<file path="src/rtl/pwm_guard_pkg.sv">
package pwm_guard_pkg;

    localparam int unsigned LEGS_DEF    = 3;
    localparam int unsigned CONFIRM_DEF = 2;

    typedef struct packed {
        logic hi;
        logic lo;
    } leg_cmd_t;

    function automatic logic leg_overlaps(input leg_cmd_t c);
        return c.hi & c.lo;
    endfunction

    function automatic leg_cmd_t leg_mask(input leg_cmd_t c, input logic pass);
        leg_cmd_t r;
        r.hi = c.hi & pass;
        r.lo = c.lo & pass;
        return r;
    endfunction

endpackage

</file>
<file path="src/rtl/leg_overlap_filter.sv">
module leg_overlap_filter
    import pwm_guard_pkg::*;
#(
    parameter int unsigned CONFIRM = CONFIRM_DEF
) (
    input  logic     clk,
    input  logic     rst,
    input  leg_cmd_t cmd,
    output logic     overlap,
    output logic     confirm
);
    localparam int unsigned CW = (CONFIRM > 2) ? $clog2(CONFIRM) : 1;
    localparam logic [CW-1:0] LAST = CW'(CONFIRM - 1);

    logic [CW-1:0] run_q;

    assign overlap = leg_overlaps(cmd);
    // this edge completes the run of CONFIRM overlapping samples
    assign confirm = overlap && (run_q == LAST);

    always_ff @(posedge clk) begin
        if (rst || !overlap) begin
            run_q <= '0;
        end else if (run_q != LAST) begin
            run_q <= run_q + 1'b1;
        end
    end
endmodule

</file>
<file path="src/rtl/trip_latch.sv">
module trip_latch (
    input  logic clk,
    input  logic rst,
    input  logic set_req,
    input  logic clr_req,
    input  logic any_overlap,
    output logic trip
);
    logic trip_q;

    always_ff @(posedge clk) begin
        if (rst) begin
            trip_q <= 1'b0;
        end else if (set_req) begin
            trip_q <= 1'b1;
        end else if (clr_req && !any_overlap) begin
            trip_q <= 1'b0;
        end
    end

    assign trip = trip_q;
endmodule

</file>
<file path="src/rtl/gate_mask.sv">
module gate_mask
    import pwm_guard_pkg::*;
#(
    parameter int unsigned NUM_LEGS = LEGS_DEF
) (
    input  leg_cmd_t [NUM_LEGS-1:0] cmd,
    input  logic                    enable,
    input  logic                    trip,
    output leg_cmd_t [NUM_LEGS-1:0] gate
);
    logic pass;
    assign pass = enable & ~trip;

    for (genvar k = 0; k < NUM_LEGS; k++) begin : g_leg
        assign gate[k] = leg_mask(cmd[k], pass);
    end
endmodule

</file>
<file path="src/rtl/pwm_gate_guard.sv">
module pwm_gate_guard
    import pwm_guard_pkg::*;
#(
    parameter int unsigned NUM_LEGS = LEGS_DEF,
    parameter int unsigned CONFIRM  = CONFIRM_DEF
) (
    input  logic                clk,
    input  logic                rst,
    input  logic                gate_en,
    input  logic                trip_clr,
    input  logic [NUM_LEGS-1:0] cmd_hi,
    input  logic [NUM_LEGS-1:0] cmd_lo,
    output logic [NUM_LEGS-1:0] gate_hi,
    output logic [NUM_LEGS-1:0] gate_lo,
    output logic                fault
);
    leg_cmd_t [NUM_LEGS-1:0] legs;
    leg_cmd_t [NUM_LEGS-1:0] gated;
    logic     [NUM_LEGS-1:0] leg_ovl;
    logic     [NUM_LEGS-1:0] leg_cfm;
    logic                    trip;

    for (genvar k = 0; k < NUM_LEGS; k++) begin : g_leg
        assign legs[k].hi = cmd_hi[k];
        assign legs[k].lo = cmd_lo[k];

        leg_overlap_filter #(.CONFIRM(CONFIRM)) u_filt (
            .clk     (clk),
            .rst     (rst),
            .cmd     (legs[k]),
            .overlap (leg_ovl[k]),
            .confirm (leg_cfm[k])
        );

        assign gate_hi[k] = gated[k].hi;
        assign gate_lo[k] = gated[k].lo;
    end

    trip_latch u_trip (
        .clk         (clk),
        .rst         (rst),
        .set_req     (|leg_cfm),
        .clr_req     (trip_clr),
        .any_overlap (|leg_ovl),
        .trip        (trip)
    );

    gate_mask #(.NUM_LEGS(NUM_LEGS)) u_mask (
        .cmd    (legs),
        .enable (gate_en),
        .trip   (trip),
        .gate   (gated)
    );

    assign fault = trip;
endmodule

</file>
<file path="config.mk">
export PLATFORM = sky130hd
export DESIGN_NAME = pwm_gate_guard
export DESIGN_NICKNAME = d
export VERILOG_FILES = /design/src/rtl/pwm_guard_pkg.sv /design/src/rtl/leg_overlap_filter.sv /design/src/rtl/trip_latch.sv /design/src/rtl/gate_mask.sv /design/src/rtl/pwm_gate_guard.sv
export SDC_FILE = /design/constraint.sdc
export NUM_CORES = 1
export LEC_CHECK = 0
export ABC_AREA = 1
export BUFFER_PORTS_ARGS = -buffer_cell sky130_fd_sc_hd__buf_2
export CORE_AREA = 5 5 42 44
export CTS_CLUSTER_SIZE = 30
export DETAILED_ROUTE_END_ITERATION = 12
export DIE_AREA = 0 0 47 49
export HOLD_SLACK_MARGIN = 0.05
export PLACE_DENSITY = 0.47
export RECOVER_POWER = 25
export SLEW_MARGIN = 40
export SYNTH_ARGS = -nofsm -noshare
export SYNTH_HDL_FRONTEND = slang
export SYNTH_SLANG_ARGS = --single-unit
</file>
<file path="constraint.sdc">
create_clock -name clk -period 0.8 [get_ports clk]
set_input_delay 0.12 -clock clk [delete_from_list [all_inputs] [get_ports clk]]
set_output_delay 0.12 -clock clk [all_outputs]
set_load 0.01 [all_outputs]
</file>
### Yosys cells after proc, flatten, opt, wreduce, memory -nomap -nowiden

Index checks and enable logic that the tools add are counted.

| storage, ports and cells | value |
|---|---|
| bits in registers | 4 |
| bits of input ports | 10 |
| output and inout bits | 7 |
| logic and storage cells | 37 |

| cells by class | value |
|---|---|
| reduce and logical (&&, ||, !) cells | 14 |
| add/subtract/negate cells | 3 |
| muxes and demuxes | 5 |
| bitwise gates (word level) | 11 |

Operators with widths:

| cell | number |
|---|---|
| 1-bit AND | 10 |
| 3-bit OR reduction | 2 |
| 1-bit 2-to-1 mux | 5 |
| 1-bit logical AND | 4 |
| 1-bit zero test | 4 |
| 1-bit adder (second input constant) | 3 |
| 1-bit logical OR | 3 |
| 2-bit nonzero test | 1 |
| 1-bit inverter | 1 |

### Depth between registers and ports, before layout

Gate-level depths: netlist (run 1).

| depth | value |
|---|---|
| depth in word-level cells | 6 |
| gate-level depth with buffers | 4 |
| mapped depth without buffers | 4 |

### By module

Synthesis (run 1) repeated with hierarchy kept, for this count alone.

| second synthesis, totals | value |
|---|---|
| cell total of the unflattened synthesis | 44 |
| area total of the unflattened synthesis | 237.7 µm² |

By module, submodules not included:

| module | area each (µm²) | cells an instance | sequential area each (µm²) | times used |
|---|---|---|---|---|
| leg_overlap_filter | 38.8 | 6 | 20.0 | 3 |
| gate_mask | 55.1 | 14 | 0.0 | 1 |
| trip_latch | 43.8 | 6 | 20.0 | 1 |
| pwm_gate_guard | 22.5 | 6 | 0.0 | 1 |

### Worst setup path after synthesis (run 1)

OpenSTA, ideal clock, no wires.

| timing | value |
|---|---|
| path type | flip-flop to output port |
| start point | register u_trip.trip_q, in the netlist u_trip.trip |
| end point | output port gate_hi[0] |
| path buffers | 0 |
| path slack | 0.008 ns |
| cell stages (with the launch flop) | 4 |
| arrival time | 0.672 ns |
| required time | 0.680 ns |
| cells stage by stage | dfxtp_1 inv_1 nand2_1 nor2_1 |

| between the ends | value |
|---|---|
| longest elaborated chain between the ends | 3 |

Ends and longest elaborated chain:

| what | RTL line | source |
|---|---|---|
| start, declared | trip_latch.sv:9 | `logic trip_q;` |
| start signal, assigned | trip_latch.sv:13 | `trip_q <= 1'b0;` |
| start signal, assigned | trip_latch.sv:15 | `trip_q <= 1'b1;` |
| start signal, assigned | trip_latch.sv:17 | `trip_q <= 1'b0;` |
| 1-bit inverter | gate_mask.sv:12 | `assign pass = enable & ~trip;` |
| 1-bit AND | gate_mask.sv:12 |  |
| 1-bit AND | pwm_guard_pkg.sv:17 | `r.hi = c.hi & pass;` |
| end, declared | pwm_gate_guard.sv:13 | `output logic [NUM_LEGS-1:0] gate_hi,` |

No other way between the ends.

### Worst setup path after layout (run 1)

| timing | value |
|---|---|
| start point | register u_trip.trip_q, in the netlist u_trip.trip |
| end point | output port gate_hi[1] |

Same word-level chain as after synthesis.

==> reports/metrics.csv, run 1 <==
metric,value,unit
post-route ant nets,0,
Worst-path clk slew,0.04,ns
final setup vio count,7,
Fill cells,173,
Placed Cells,67,
Clock Sink Count,4,
GR Overflow Total,0,
Vias/cell,3.65,
Crit path required time,0.68,ns
GRT Util Overall,5.34,%
Crit Path Class,flip-flop to output port,
RSZ-0062 raised after global routing,true,
global-route wire length before repair,855,um
fin crit share,128,%
H-tree lvl count,1,
critical path peak fanout,6,
row count,14,
vias after detailed routing,259,
initial antenna violation count,0,
crit path time final,1.02,ns
antenna cells,0,
failing checks,setup timing,
Peak VDD IR,0.335,mV
final HPWL from detailed placement,475,um
clock latency on the worst-skew pair,0.23,ns
Total Nets Final,67,
Hold WC Path Type,input pin to flip-flop,
clk_skew,0.00273,ns
Placeable Area,1400,um^2
Die Width,47,um
Post-route DRC,0,
register area share after synthesis,39.8,%
CTS root buffer,clkbuf_4,
Max Slew Vio Count,0,
crit path DAT,0.90,ns
mapped cell area,201,um^2
io pins,17,
vias in the first global route,241,
Setup TNS,-1.35,ns
CTS tree,built,
Netlist cell types,6,
die height,49,um
largest net degree at the start of global routing,7,
drt total wl,561,um
Non-Filler Instances,71,
Synth Register Bits,4,
drt pass-1 iters,2,
Die ar.,2300,um^2
CTS buffer count,3,
Synthesis Warnings,0,
Max-Slew Margin vs Limit,92.7,%
Port Buffers,16,
syn nets,45,
status,"finished, violations left",
WL per Instance,7.90,um
Fmax achieved,0.980,GHz
Leak Pwr,0.215,nW
Placer Congestion,0.695,
Longest Clk Path Bufs,2,
startpoint types,flip-flop,
Power Dens Cells,1620,nW/um^2
Cells after Synth,35,
Iter 0 DRT Violations,1,
Area growth syn-to-layout,76.4,%
average size of a mapped cell,5.76,um^2
Worst Max-Slew Pin Slew,0.110,ns
fin worst setup slack,-0.221,ns
crit end category,output port,
number of max-cap violations,0,
overall power,0.576,mW
Fin. Hold Viols,0,
Initial Util,14.4,%
share of post-route cells with drive strength above 1,47.3,%
## where the power goes
part           internal, mW  switching (mW)
sequential            0.209         0.00264
clock                 0.167          0.0781
combinational        0.0539          0.0645
## metrics by stage
| step | util (%) | hold slack (ns) | instance area (um^2) | setup slack (ns) |
|---|---|---|---|---|
| final | 25.4 | 0.0902 | 355 | -0.221 |
| after global routing | 25.4 | 0.115 | 355 | -0.273 |
| after CTS | 23.8 | 0.0881 | 333 | -0.237 |
| after detailed placement | 21.5 | 0.337 | 302 | -0.0408 |
| after global placement | 21.5 | 0.333 | 302 | -0.0395 |
| after floorplan | - | 0.192 | 201 | 0.00757 |
## cells in the mapped netlist
master / count / area share (%)
nor2_1: 11 / 20
inv_1: 8 / 15
nand2_1: 8 / 15
dfxtp_1: 4 / 40
nand3_1: 3 / 7.5
o21ai_1: 1 / 2.5
## sequential cells by signal, indices dropped and copies added (netlist names)
signal              flops
u_trip.trip             1
g_leg.u_filt.run_q      3
## cell usage in the layout, fill, tap and decap left out
cell type / count
dfxtp_1: 3
nor2_2: 4
nor2_1: 7
nand2_4: 1
buf_4: 1
nand2_1: 7
clkbuf_4: 3
o21ai_1: 1
dfxtp_2: 1
inv_1: 7
buf_2: 14
nand3_1: 3
buf_6: 1
inv_2: 1
clkbuf_1: 1
## kinds of logic (layout without fill, tap and decap cells)
family	after synthesis	count (layout)	share of synthesized area, %
simple gates	22	22	42.9
buf+inv	8	28	14.9
flops	4	4	39.8
compound gates	1	1	2.48
## final cells by class
type	count	area [um^2]	share of cell area, %
Multi-Input combinational cell	23	109	30.6
Timing Repair Buffer	17	92.6	26.1
Sequential cell	4	81.3	22.9
Inverter	8	30.0	8.45
Clock buffer	3	22.5	6.34
Tap cell	16	20.0	5.63
## timing repair
action	CTS	global route
pin swaps	3	4
hold buffers	0	0
buffers inserted	0	1
resized for setup	4	5
setup endpoints to repair	7	7
hold endpoints to repair	0	0
## worst paths after layout
path                              start                     to  slack [ns]  cells after the start
hold / removal                      rst  g_leg[1].u_filt.run_q        0.09                      2
setup reg to reg            u_trip.trip            u_trip.trip        0.12                      4
hold reg to reg   g_leg[2].u_filt.run_q            u_trip.trip        0.56                      4
setup / recovery            u_trip.trip             gate_hi[1]       -0.22                      4
## metal layers
metal,GRT usage (%),vias to the layer above,part of all wire [%]
li1,-,141,-
met1,5.69,104,38
met2,6.79,14,41
met3,4.06,0,21
met4,4.15,0,0
met5,0,-,0
## worst max-delay path, stage by stage, from the launching register on
cell and delay (ns):
dfxtp_2 0.31, inv_2 0.07, nand2_4 0.07, nor2_2 0.09, buf_2 0.12
Power figures use the tool's default switching activity.
==> inputs of run 2 (changes only) <==
CELL_PAD_IN_SITES_DETAIL_PLACEMENT = 0   (was not set)
CELL_PAD_IN_SITES_GLOBAL_PLACEMENT = 2   (was not set)
CORE_AREA = not set   (was 5 5 42 44)
CORE_MARGIN = 5   (was not set)
CORE_UTILIZATION = 12   (was not set)
DIE_AREA = not set   (was 0 0 47 49)
PLACE_DENSITY = 0.7   (was 0.47)
==> reports/metrics.csv, run 2 (same netlist as run 1, synthesis figures left out) <==
metric,value,unit,change
status,"finished, violations left",,unchanged
failing checks,setup timing,,unchanged
Placeable Area,1540,um^2,was 1400 um^2
drt total wl,665,um,was 561 um
Clock Sink Count,4,,unchanged
number of max-cap violations,0,,unchanged
vias after detailed routing,269,,was 259
"top library cells by usage in the layout, fill and taps aside","14 x buf_2, 7 x inv_1, 7 x nor2_1",,"was 14 x buf_2, 7 x inv_1, 7 x nor2_1, 7 x nand2_1, 4 x nor2_2"
share of post-route cells with drive strength above 1,52.5,%,was 47.3%
vias in the first global route,287,,was 241
max reg flops,3,,unchanged
Worst-path clk slew,0.04,ns,about the same
Max Slew Vio Count,0,,unchanged
GRT Util Overall,5.89,%,was 5.34%
Crit Path Class,flip-flop to output port,,unchanged
Max-Slew Margin vs Limit,93.3,%,was 92.7%
Reg-to-Reg Start,u_trip.trip,,unchanged
Fmax achieved,0.979,GHz,was 0.980 GHz
crit path time final,1.02,ns,about the same
Longest Clk Path Bufs,2,,unchanged
Post-Place Setup Slack,-0.0631,ns,was -0.0408 ns
largest net degree at the start of global routing,7,,unchanged
final HPWL from detailed placement,508,um,was 475 um
critical path peak fanout,6,,unchanged
FF+latch area,81.3,um^2,unchanged
Worst Max-Slew Pin Slew,0.100,ns,was 0.110 ns
Leak Pwr,0.236,nW,was 0.215 nW
Initial Util,13.1,%,was 14.4%
global-route wire length before repair,1100,um,was 855 um
Iter 0 DRT Violations,1,,unchanged
post-route ant nets,0,,unchanged
worst reg2reg path endpoint,u_trip.trip,,unchanged
H-tree lvl count,1,,unchanged
CTS buffer count,3,,unchanged
drt pass-1 iters,2,,unchanged
row count,14,,unchanged
Worst Setup EP,gate_lo[0],,was gate_hi[1]
io pins,17,,unchanged
Vias/cell,3.59,,was 3.65
Placer Congestion,0.604,,was 0.695
Crit path required time,0.68,ns,about the same
Hold WC Path Type,input pin to flip-flop,,unchanged
worst-case reg-to-reg path depth,7,,was 4
antenna cells,0,,unchanged
Largest Register,g_leg.u_filt.run_q,,unchanged
Fill cells,191,,was 173
GR Overflow Total,0,,unchanged
initial antenna violation count,0,,unchanged
clk_skew,0.00144,ns,was 0.00273 ns
Post-route DRC,0,,unchanged
flop-to-flop setup slack,-0.15,ns,was 0.12 ns
Power Dens Cells,1500,nW/um^2,was 1620 nW/um^2
CTS tree,built,,unchanged
RSZ-0062 raised after global routing,true,,unchanged
multi-input logic area,111,um^2,was 109 um^2
crit end category,output port,,unchanged
final setup vio count,8,,was 7
crit path DAT,0.90,ns,about the same
Area growth syn-to-layout,96.3,%,was 76.4%
clock latency on the worst-skew pair,0.23,ns,about the same
Peak VDD IR,0.379,mV,was 0.335 mV
fin crit share,128,%,about the same
Die ar.,2600,um^2,was 2300 um^2
Port Buffers,16,,unchanged
die height,51.0,um,was 49 um
fin worst setup slack,-0.221,ns,about the same
hold slack,0.0951,ns,was 0.0902 ns
WL per Instance,8.87,um,was 7.90 um
Fin. Hold Viols,0,,unchanged
CTS root buffer,clkbuf_4,,unchanged
Crit. Startpoint,u_trip.trip,,unchanged
"commonest non-fill, non-tap cell in the layout",buf_2,,unchanged
Die Width,51.0,um,was 47 um
startpoint types,flip-flop,,unchanged
Total Nets Final,71,,was 67
run 2: cell types whose count changed in the layout (fill, tap and decap cells not counted):
cell / change
buf_4: +2
buf_6: +2
nand2_1: -1
nand2_2: +1
run 2: worst min path at each step:
stage / start / cells past startpoint / end
after floorplan: rst / 1 / g_leg[0].u_filt.run_q
after global placement: rst / 2 / g_leg[1].u_filt.run_q
after detailed placement: rst / 2 / g_leg[1].u_filt.run_q
after CTS: rst / 2 / g_leg[1].u_filt.run_q
after global routing: rst / 2 / g_leg[1].u_filt.run_q
final: rst / 2 / g_leg[1].u_filt.run_q
run 2: stage by stage:
step / area (um^2) / utilization, % / std cells / total power, mW / setup TNS, ns
floorplan: 201 / - / 35 / 0.263 / 0
global placement: 309 / 20.0 / 68 / 0.323 / -0.215
detailed placement: 309 / 20.0 / 68 / 0.322 / -0.288
CTS: 380 / 24.7 / 75 / 0.594 / -1.63
global route: 395 / 25.6 / 75 / 0.645 / -2.16
finish: 395 / 25.6 / 75 / 0.593 / -1.62
run 2: where the power goes:
part           total, mW  internal (mW)  switching [mW]
Sequential         0.212          0.209         0.00277
Combinational      0.138         0.0672          0.0708
Clock              0.243          0.167          0.0755
Total              0.593          0.444           0.149
run 2: worst max-delay path, cell delays in order, from the launching register on:
cell and delay, ns:
dfxtp_2 0.31, inv_2 0.07, nand2_4 0.07, nor2_1 0.08, buf_2 0.13
run 2: routing by layer:
layer,wire length [um],up-vias,track usage [%],share of wire [%]
met3,87,2,4.36,13
met5,0,-,0,0
met2,289,11,8.06,43
li1,-,149,-,-
met4,6,0,5.11,0.90
met1,281,107,5.78,42
run 2: repair_timing:
item                                    CTS  global route
hold buffers                              0             0
gates resized for setup                   6             7
endpoints found under the setup margin    7             8
setup buffers                             4             2
pin swaps                                 6             5
run 2: final cells by class:
class	count	area share, %
repair buffers	21	32.9
multi-input cells	23	28.2
flip-flops and latches	4	20.6
inverters	8	7.59
clock buffers	3	5.70
well taps	16	5.06
